==> src/rtl/csma_key_pkg.sv <==
`timescale 1ns/1ps
// Shared types for the keying controller: the state encoding, the
// configuration record and the register select codes.
package csma_key_pkg;

    typedef enum logic [2:0] {
        ST_IDLE,
        ST_DEFER,
        ST_KEYWT,
        ST_ACTIVE,
        ST_FLUSH,
        ST_TAIL
    } key_state_t;

    typedef struct packed {
        logic [7:0] txdelay;
        logic [7:0] persist;
        logic [7:0] slot;
        logic [7:0] tail;
        logic [7:0] waitt;
        logic [7:0] maxkey;
        logic [7:0] mingap;
        logic [7:0] idle;
        logic [1:0] duplex;
    } key_cfg_t;

    localparam logic [3:0] A_TXDELAY = 4'd0;
    localparam logic [3:0] A_PERSIST = 4'd1;
    localparam logic [3:0] A_SLOT    = 4'd2;
    localparam logic [3:0] A_TAIL    = 4'd3;
    localparam logic [3:0] A_WAIT    = 4'd4;
    localparam logic [3:0] A_MAXKEY  = 4'd5;
    localparam logic [3:0] A_MINGAP  = 4'd6;
    localparam logic [3:0] A_IDLE    = 4'd7;
    localparam logic [3:0] A_DUPLEX  = 4'd8;

endpackage

==> src/rtl/csma_key_cfg.sv <==
`timescale 1ns/1ps
// Configuration bank for the keying controller.
// Assumes: single write port, values take effect on the next cycle.
// Timing defaults are scaled to ticks from TICK_HZ.
module csma_key_cfg #(
    parameter int TICK_HZ = 100
) (
    input  logic                    clk,
    input  logic                    rst_n,
    input  logic                    cfg_we,
    input  logic [3:0]              cfg_addr,
    input  logic [7:0]              cfg_wdata,
    output csma_key_pkg::key_cfg_t  cfg
);
    import csma_key_pkg::*;

    localparam logic [7:0] D_TXD  = 8'(360 * TICK_HZ / 1000);
    localparam logic [7:0] D_SLOT = 8'(160 * TICK_HZ / 1000);
    localparam logic [7:0] D_TAIL = 8'(30 * TICK_HZ / 1000);
    localparam logic [7:0] D_WAIT = 8'(500 * TICK_HZ / 1000);

    // Register writes with reset to the default channel parameters.
    always_ff @(posedge clk) begin
        if (!rst_n) begin
            cfg <= '{txdelay: D_TXD, persist: 8'd25, slot: D_SLOT,
                     tail: D_TAIL, waitt: D_WAIT, maxkey: 8'd7,
                     mingap: 8'd3, idle: 8'd120, duplex: 2'd0};
        end else if (cfg_we) begin
            case (cfg_addr)
                A_TXDELAY: cfg.txdelay <= cfg_wdata;
                A_PERSIST: cfg.persist <= cfg_wdata;
                A_SLOT:    cfg.slot    <= cfg_wdata;
                A_TAIL:    cfg.tail    <= cfg_wdata;
                A_WAIT:    cfg.waitt   <= cfg_wdata;
                A_MAXKEY:  cfg.maxkey  <= cfg_wdata;
                A_MINGAP:  cfg.mingap  <= cfg_wdata;
                A_IDLE:    cfg.idle    <= cfg_wdata;
                A_DUPLEX:  cfg.duplex  <= cfg_wdata[1:0];
                default:   ;
            endcase
        end
    end

endmodule

==> src/rtl/csma_key_prng.sv <==
`timescale 1ns/1ps
// 8-bit linear congruential generator for the persistence roll.
// nxt is the value the generator takes on the next step; the caller
// compares against nxt in the cycle it steps.
module csma_key_prng (
    input  logic       clk,
    input  logic       rst_n,
    input  logic       step,
    output logic [7:0] nxt
);
    logic [7:0] r;

    assign nxt = r * 8'd21 + 8'd53;

    // Advance the sequence on request; seed is zero after reset.
    always_ff @(posedge clk) begin
        if (!rst_n)    r <= '0;
        else if (step) r <= nxt;
    end

endmodule

==> src/rtl/csma_key_timer.sv <==
`timescale 1ns/1ps
// Shared tick down-counter. A load wins over the tick decrement.
// fire marks the tick on which the count goes from one to zero;
// a count of zero is parked and never fires.
module csma_key_timer #(
    parameter int CNT_W = 16
) (
    input  logic             clk,
    input  logic             rst_n,
    input  logic             tick,
    input  logic             ld,
    input  logic [CNT_W-1:0] ld_val,
    output logic             cnt_zero,
    output logic             fire
);
    logic [CNT_W-1:0] cnt;

    assign cnt_zero = (cnt == '0);
    assign fire     = tick && (cnt == CNT_W'(1));

    // Load or count down once per tick.
    always_ff @(posedge clk) begin
        if (!rst_n)                cnt <= '0;
        else if (ld)               cnt <= ld_val;
        else if (tick && !cnt_zero) cnt <= cnt - CNT_W'(1);
    end

endmodule

==> src/rtl/csma_key_ctrl.sv <==
`timescale 1ns/1ps
// Transmitter keying controller: p-persistent CSMA sequencing of the
// transmitter key around queued frames, with key-up delay, key-up limit,
// tail, minimum gap and idle hold timed on one shared tick counter.
// Assumes tick is a one-cycle pulse and frame_done/underrun are
// one-cycle pulses from the byte transmitter.
module csma_key_ctrl #(
    parameter int TICK_HZ = 100
) (
    input  logic       clk,
    input  logic       rst_n,
    input  logic       tick,
    input  logic       frame_pend,
    input  logic       dcd,
    input  logic       cts,
    input  logic       grp_inhibit,
    input  logic       frame_done,
    input  logic       underrun,
    input  logic       cfg_we,
    input  logic [3:0] cfg_addr,
    input  logic [7:0] cfg_wdata,
    output logic       rts,
    output logic       tx_start,
    output logic       tx_abort
);
    import csma_key_pkg::*;

    localparam int CNT_W = $clog2(255 * TICK_HZ + 1);
    localparam logic [CNT_W-1:0] ONE = CNT_W'(1);
    localparam logic [CNT_W-1:0] HZ  = CNT_W'(TICK_HZ);

    key_cfg_t         cfg;
    key_state_t       st, st_n;
    logic             rts_n, start_c, abort_c, busy, step, cts_q, cts_rise;
    logic             ld, cnt_zero, fire;
    logic [CNT_W-1:0] ld_val, bud, bud_n;
    logic [CNT_W-1:0] txd_t, slot_t, tail_t, wait_t, maxkey_t, gap_t, idle_t;
    logic [7:0]       rnd_nxt;

    function automatic logic [CNT_W-1:0] nz(input logic [CNT_W-1:0] v);
        return (v == '0) ? ONE : v;
    endfunction

    csma_key_cfg #(.TICK_HZ(TICK_HZ)) u_cfg (
        .clk(clk), .rst_n(rst_n), .cfg_we(cfg_we), .cfg_addr(cfg_addr),
        .cfg_wdata(cfg_wdata), .cfg(cfg)
    );

    csma_key_prng u_prng (
        .clk(clk), .rst_n(rst_n), .step(step), .nxt(rnd_nxt)
    );

    csma_key_timer #(.CNT_W(CNT_W)) u_tmr (
        .clk(clk), .rst_n(rst_n), .tick(tick), .ld(ld), .ld_val(ld_val),
        .cnt_zero(cnt_zero), .fire(fire)
    );

    assign txd_t    = CNT_W'(cfg.txdelay);
    assign slot_t   = CNT_W'(cfg.slot);
    assign tail_t   = CNT_W'(cfg.tail);
    assign wait_t   = CNT_W'(cfg.waitt);
    assign maxkey_t = CNT_W'(cfg.maxkey) * HZ;
    assign gap_t    = CNT_W'(cfg.mingap) * HZ;
    assign idle_t   = CNT_W'(cfg.idle) * HZ;
    assign cts_rise = cts && !cts_q;

    // Channel-busy verdict for the current deferral decision.
    always_comb begin
        busy = grp_inhibit ||
               ((cfg.duplex == 2'd0) && (dcd || (cfg.persist < rnd_nxt)));
    end

    // Next-state, timer load and strobe decisions.
    always_comb begin
        st_n    = st;
        rts_n   = rts;
        ld      = 1'b0;
        ld_val  = '0;
        bud_n   = bud;
        step    = 1'b0;
        start_c = 1'b0;
        abort_c = 1'b0;
        case (st)
            ST_IDLE: begin
                if (fire) begin
                    rts_n = 1'b0;
                end else if (cnt_zero && frame_pend) begin
                    st_n   = ST_DEFER;
                    ld     = 1'b1;
                    ld_val = nz(wait_t);
                    bud_n  = idle_t;
                end
            end
            ST_DEFER: begin
                if (fire) begin
                    step = (cfg.duplex == 2'd0);
                    if (busy && (bud >= slot_t)) begin
                        bud_n  = bud - slot_t;
                        ld     = 1'b1;
                        ld_val = nz(slot_t);
                    end else begin
                        rts_n  = 1'b1;
                        st_n   = ST_KEYWT;
                        ld     = 1'b1;
                        ld_val = txd_t;
                    end
                end
            end
            ST_KEYWT: begin
                if ((txd_t == '0) && cts_rise && cnt_zero) begin
                    ld     = 1'b1;
                    ld_val = ONE;
                end else if (fire) begin
                    ld = 1'b1;
                    if (frame_pend) begin
                        start_c = 1'b1;
                        st_n    = ST_ACTIVE;
                        ld_val  = maxkey_t;
                    end else begin
                        st_n   = ST_TAIL;
                        ld_val = nz(tail_t);
                    end
                end
            end
            ST_ACTIVE: begin
                if (underrun) begin
                    abort_c = 1'b1;
                    st_n    = ST_TAIL;
                    ld      = 1'b1;
                    ld_val  = nz(tail_t);
                end else if (frame_done) begin
                    st_n = ST_FLUSH;
                end
            end
            ST_FLUSH: begin
                if (frame_pend && (!cnt_zero || (maxkey_t == '0))) begin
                    start_c = 1'b1;
                    st_n    = ST_ACTIVE;
                end else begin
                    st_n   = ST_TAIL;
                    ld     = 1'b1;
                    ld_val = nz(tail_t);
                end
            end
            ST_TAIL: begin
                if (fire) begin
                    if (cfg.duplex != 2'd2) begin
                        rts_n = 1'b0;
                        st_n  = ST_IDLE;
                        if (frame_pend) begin
                            ld     = 1'b1;
                            ld_val = nz(gap_t);
                        end
                    end else if (frame_pend) begin
                        st_n   = ST_KEYWT;
                        ld     = 1'b1;
                        ld_val = nz(gap_t);
                    end else begin
                        st_n   = ST_IDLE;
                        ld     = 1'b1;
                        ld_val = nz(idle_t);
                    end
                end
            end
            default: begin
                st_n  = ST_IDLE;
                rts_n = 1'b0;
            end
        endcase
    end

    // State, key, budget, edge-detect and strobe registers.
    always_ff @(posedge clk) begin
        if (!rst_n) begin
            st       <= ST_IDLE;
            rts      <= 1'b0;
            bud      <= '0;
            cts_q    <= 1'b0;
            tx_start <= 1'b0;
            tx_abort <= 1'b0;
        end else begin
            st       <= st_n;
            rts      <= rts_n;
            bud      <= bud_n;
            cts_q    <= cts;
            tx_start <= start_c;
            tx_abort <= abort_c;
        end
    end

endmodule

==> config.mk <==
export PLATFORM = sky130hd
export DESIGN_NAME = csma_key_ctrl
export DESIGN_NICKNAME = d
export VERILOG_FILES = /design/src/rtl/csma_key_pkg.sv /design/src/rtl/csma_key_cfg.sv /design/src/rtl/csma_key_prng.sv /design/src/rtl/csma_key_timer.sv /design/src/rtl/csma_key_ctrl.sv
export SDC_FILE = /design/constraint.sdc
export NUM_CORES = 1
export LEC_CHECK = 0
export ABC_AREA = 1
export CORE_MARGIN = 2
export CORE_UTILIZATION = 33
export CTS_CLUSTER_DIAMETER = 60
export CTS_CLUSTER_SIZE = 14
export DETAILED_ROUTE_END_ITERATION = 7
export PLACE_DENSITY = 0.59
export RECOVER_POWER = 100
export SYNTH_ARGS = -nofsm -noshare
export SYNTH_HDL_FRONTEND = slang
export SYNTH_SLANG_ARGS = --single-unit
==> constraint.sdc <==
create_clock -name clk -period 10.95 [get_ports clk]
set_clock_uncertainty 0.15 [all_clocks]
set_input_delay 2.7375 -clock clk [delete_from_list [all_inputs] [get_ports clk]]
set_output_delay 2.7375 -clock clk [all_outputs]
set_load 0.02 [all_outputs]
==> results.md <==
- Post-CTS Setup Repair Bufs: 0
- Worst Setup End Kind: flip-flop
- Clk pwr share: 21.2%
- Worst min path class: reg -> reg
- Lkg Pwr: 0.00480 uW
- Via Count: 8266
- Commonest non-fill, non-tap cells in the layout: nand2_1, inv_1, nor2_1
- Pwr Density: 177 nW/um^2
- Yosys warnings: 0
- Detailed-route wire length: 24500 microns
- Leading area contributor after synthesis: dfxtp_1
- Min Tclk post-route: 7200 ps
- MaxCap Viol Count: 2
- Cts bufs inserted: 9
- Worst flop-to-flop path endpoint: bud[2]
- First-pass iteration count of the detailed router: 5
- Cell count after synthesis: 1326
- Worst-path clk slew: 90 ps
- Net Sw Frac: 45.5%
- Final Wtd Congestion: 0.901
- # setup viols final: 0
- Unrepaired setup endpoints after global routing: false
- Final ANT Viol Nets: 0
- PostCTS Resize Cnt: 0
- Xor/xnor share of the synthesized area: 2.92%
- Simple-gate area share of the yosys netlist: 27.7%
- Synth Flop Type: dfxtp_1
- Compound-cell area share of the yosys netlist: 14.9%
- Ant. Diodes: 0
- Peak Freq: 0.139 GHz
- Hold Buf Count CTS: 0
- H-tree depth: 3
- Slew @ Worst Pin: 3060 ps
- Type of origin of the critical path: input port
- Initial Util: 33.5%
- Yosys cell types: 48
- Post-Route Utilization: 36.7%
- Violated checks: max-capacitance violations, max-slew violations
- Crit path from: rst_n
- Largest family of logic cells by synthesized area: simple AND/OR/NAND/NOR gates
- Register bit total from synthesis: 111
- Gr usage total: 17.4%
- Average vias per placed instance: 4.92
- Worst R2R Setup Slack: 5000 ps
- Psw: 793 uW
- Seq/Total Area, Yosys: 24.7%
- Async S/R FF share, synth: 0%
- Worst-path fanout max: 78
- Worst Reg-to-Reg Cells: 22
- Avg Cell Area, Syn: 6.79 sq um
- Worst Path Arrival: 7290 ps
- First-pass GRT wire length: 39900 microns
- Iter 0 DRT Violations: 533
- Synth Cell Area: 9010 sq um
- DP HPWL: 19400 microns
- Site Rows: 60
- Synthesized-area fraction occupied by adder cells: 19.9%
- IO Pins: 25
- Root Buffer Master: clkbuf_16
- Largest net degree at the start of global routing: 79
- CP required: 11040 ps
- Post-synthesis mux area share: 0%
- Synth Net Count: 1482
- Final critical-path share of the clock period: 65.7%
- CTS tree: built
- CP endpoint: tx_start
- Fin nets: 1489
- Final hold vios: 0
- Internal power: 950 uW
- Setup_tns: 0 ps
- Setup Crit Path Kind: in -> reg
- Die width: 169 microns
- Logic pwr share: 49.3%
- Number of antenna violations at the first check in global routing: 0
- CTS sink count: 111
- Die height: 169 microns
- Status: finished, violations left
- IO Port Bufs: 24
- Area of the core: 26900 sq um
- Max-Slew Margin vs Limit: -104%
- Layout cells sized above 1: 3.51%
- Grt ovf: 0
- CTS Buffer Depth: 2
- Part of the power in registers: 29.5%
- Most common cell after layout, fill and taps aside: nand2_1
- Top cell type's share of synthesized area: 24.7%
- Post-synth EDFFs: 0
- Drt drc: 0
- Area contributors post-synth: dfxtp_1, ha_1, nand2_1
- WL/cell: 14.6 microns
- Reg2reg start: u_prng.r[3]
- Number of global-route vias before repair: 7667
- DIE AREA: 28600 sq um
- Layout area overhead: 9.57%
- Clk Latency, worst-skew pair: 370 ps
- Hold Crit Depth: 2
- Worst vdd ir: 0.0894 mV
- Final Max Tran Viols: 109
==> layout make-up <==
type | count | area [sq um]
clock buffer | 9 | 225
sequential | 111 | 2220
timing repair buffer | 27 | 250
clock inverter | 7 | 109
multi-input combinational | 983 | 5880
fill | 2933 | 17000
tap | 341 | 427
inverter | 201 | 757
==> routing by layer <==
layer	vias up	GRT usage, %	routed length, microns
met5	-	0	0
met3	25	2.22	905
li1	4346	-	-
met1	3727	24.4	12200
met4	0	4.20	346
met2	168	28.5	11100
==> how the worst min path moves through the flow <==
stage                    end     startpoint  slack [ps]
5_1_grt               bud[0]         bud[0]         340
2_1_floorplan  u_cfg.cfg[34]  u_cfg.cfg[34]         270
3_5_place_dp   u_cfg.cfg[50]  u_cfg.cfg[50]         300
4_1_cts        u_cfg.cfg[26]  u_cfg.cfg[26]         320
6_report       u_cfg.cfg[50]  u_cfg.cfg[50]         310
3_3_place_gp   u_cfg.cfg[50]  u_cfg.cfg[50]         290
==> state kept, by name (all words and copies together), names as in the netlist <==
register and count:
tx_start 1, u_prng.r 8, st 3, cts_q 1, tx_abort 1, u_tmr.cnt 15, u_cfg.cfg 66, bud 15
rts 1
==> power groups by stage <==
stage	Clock, uW	Combinational [uW]	Sequential [uW]
2_1_floorplan	0	687	510
3_3_place_gp	0	851	522
3_5_place_dp	0	853	521
4_1_cts	377	858	513
5_1_grt	392	976	522
6_report	370	859	514
==> through the flow <==
| stage | area (sq um) | total power, uW | cells | hold slack, ps | setup WS (ps) |
|---|---|---|---|---|---|
| floorplan | 9010 | 1200 | 1326 | 271 | 6610 |
| global placement | 9550 | 1370 | 1663 | 295 | 5540 |
| detailed placement | 9550 | 1370 | 1663 | 296 | 5490 |
| CTS | 9890 | 1750 | 1679 | 318 | 5710 |
| global route | 9870 | 1890 | 1679 | 342 | 3350 |
| finish | 9870 | 1740 | 1679 | 315 | 3750 |
==> synthesized netlist by cell type (4+ instances only) <==
cell type	instances
a21oi_1	102
buf_1	4
clkbuf_1	21
dfxtp_1	111
fa_1	15
ha_1	119
inv_1	193
nand2_1	282
nand2_2	6
nand3_1	94
nand3b_1	6
nand4_1	13
nor2_1	133
nor2_4	4
nor3_1	15
nor4_1	6
o211ai_1	11
o21ai_0	109
xnor2_1	15
xor2_1	15
==> critical path, cell delays in order <==
cell and delay (ps):
buf_2 70, clkbuf_1 2140, clkinv_1 960, clkbuf_1 800
a21oi_1 480
==> kinds of logic after synthesis <==
logic type | Yosys count
simple gates | 572
compound gates | 247
buf+inv | 232
fa+ha+maj | 134
flops | 111
xor+xnor | 30
(Power assumes the default switching activity.)
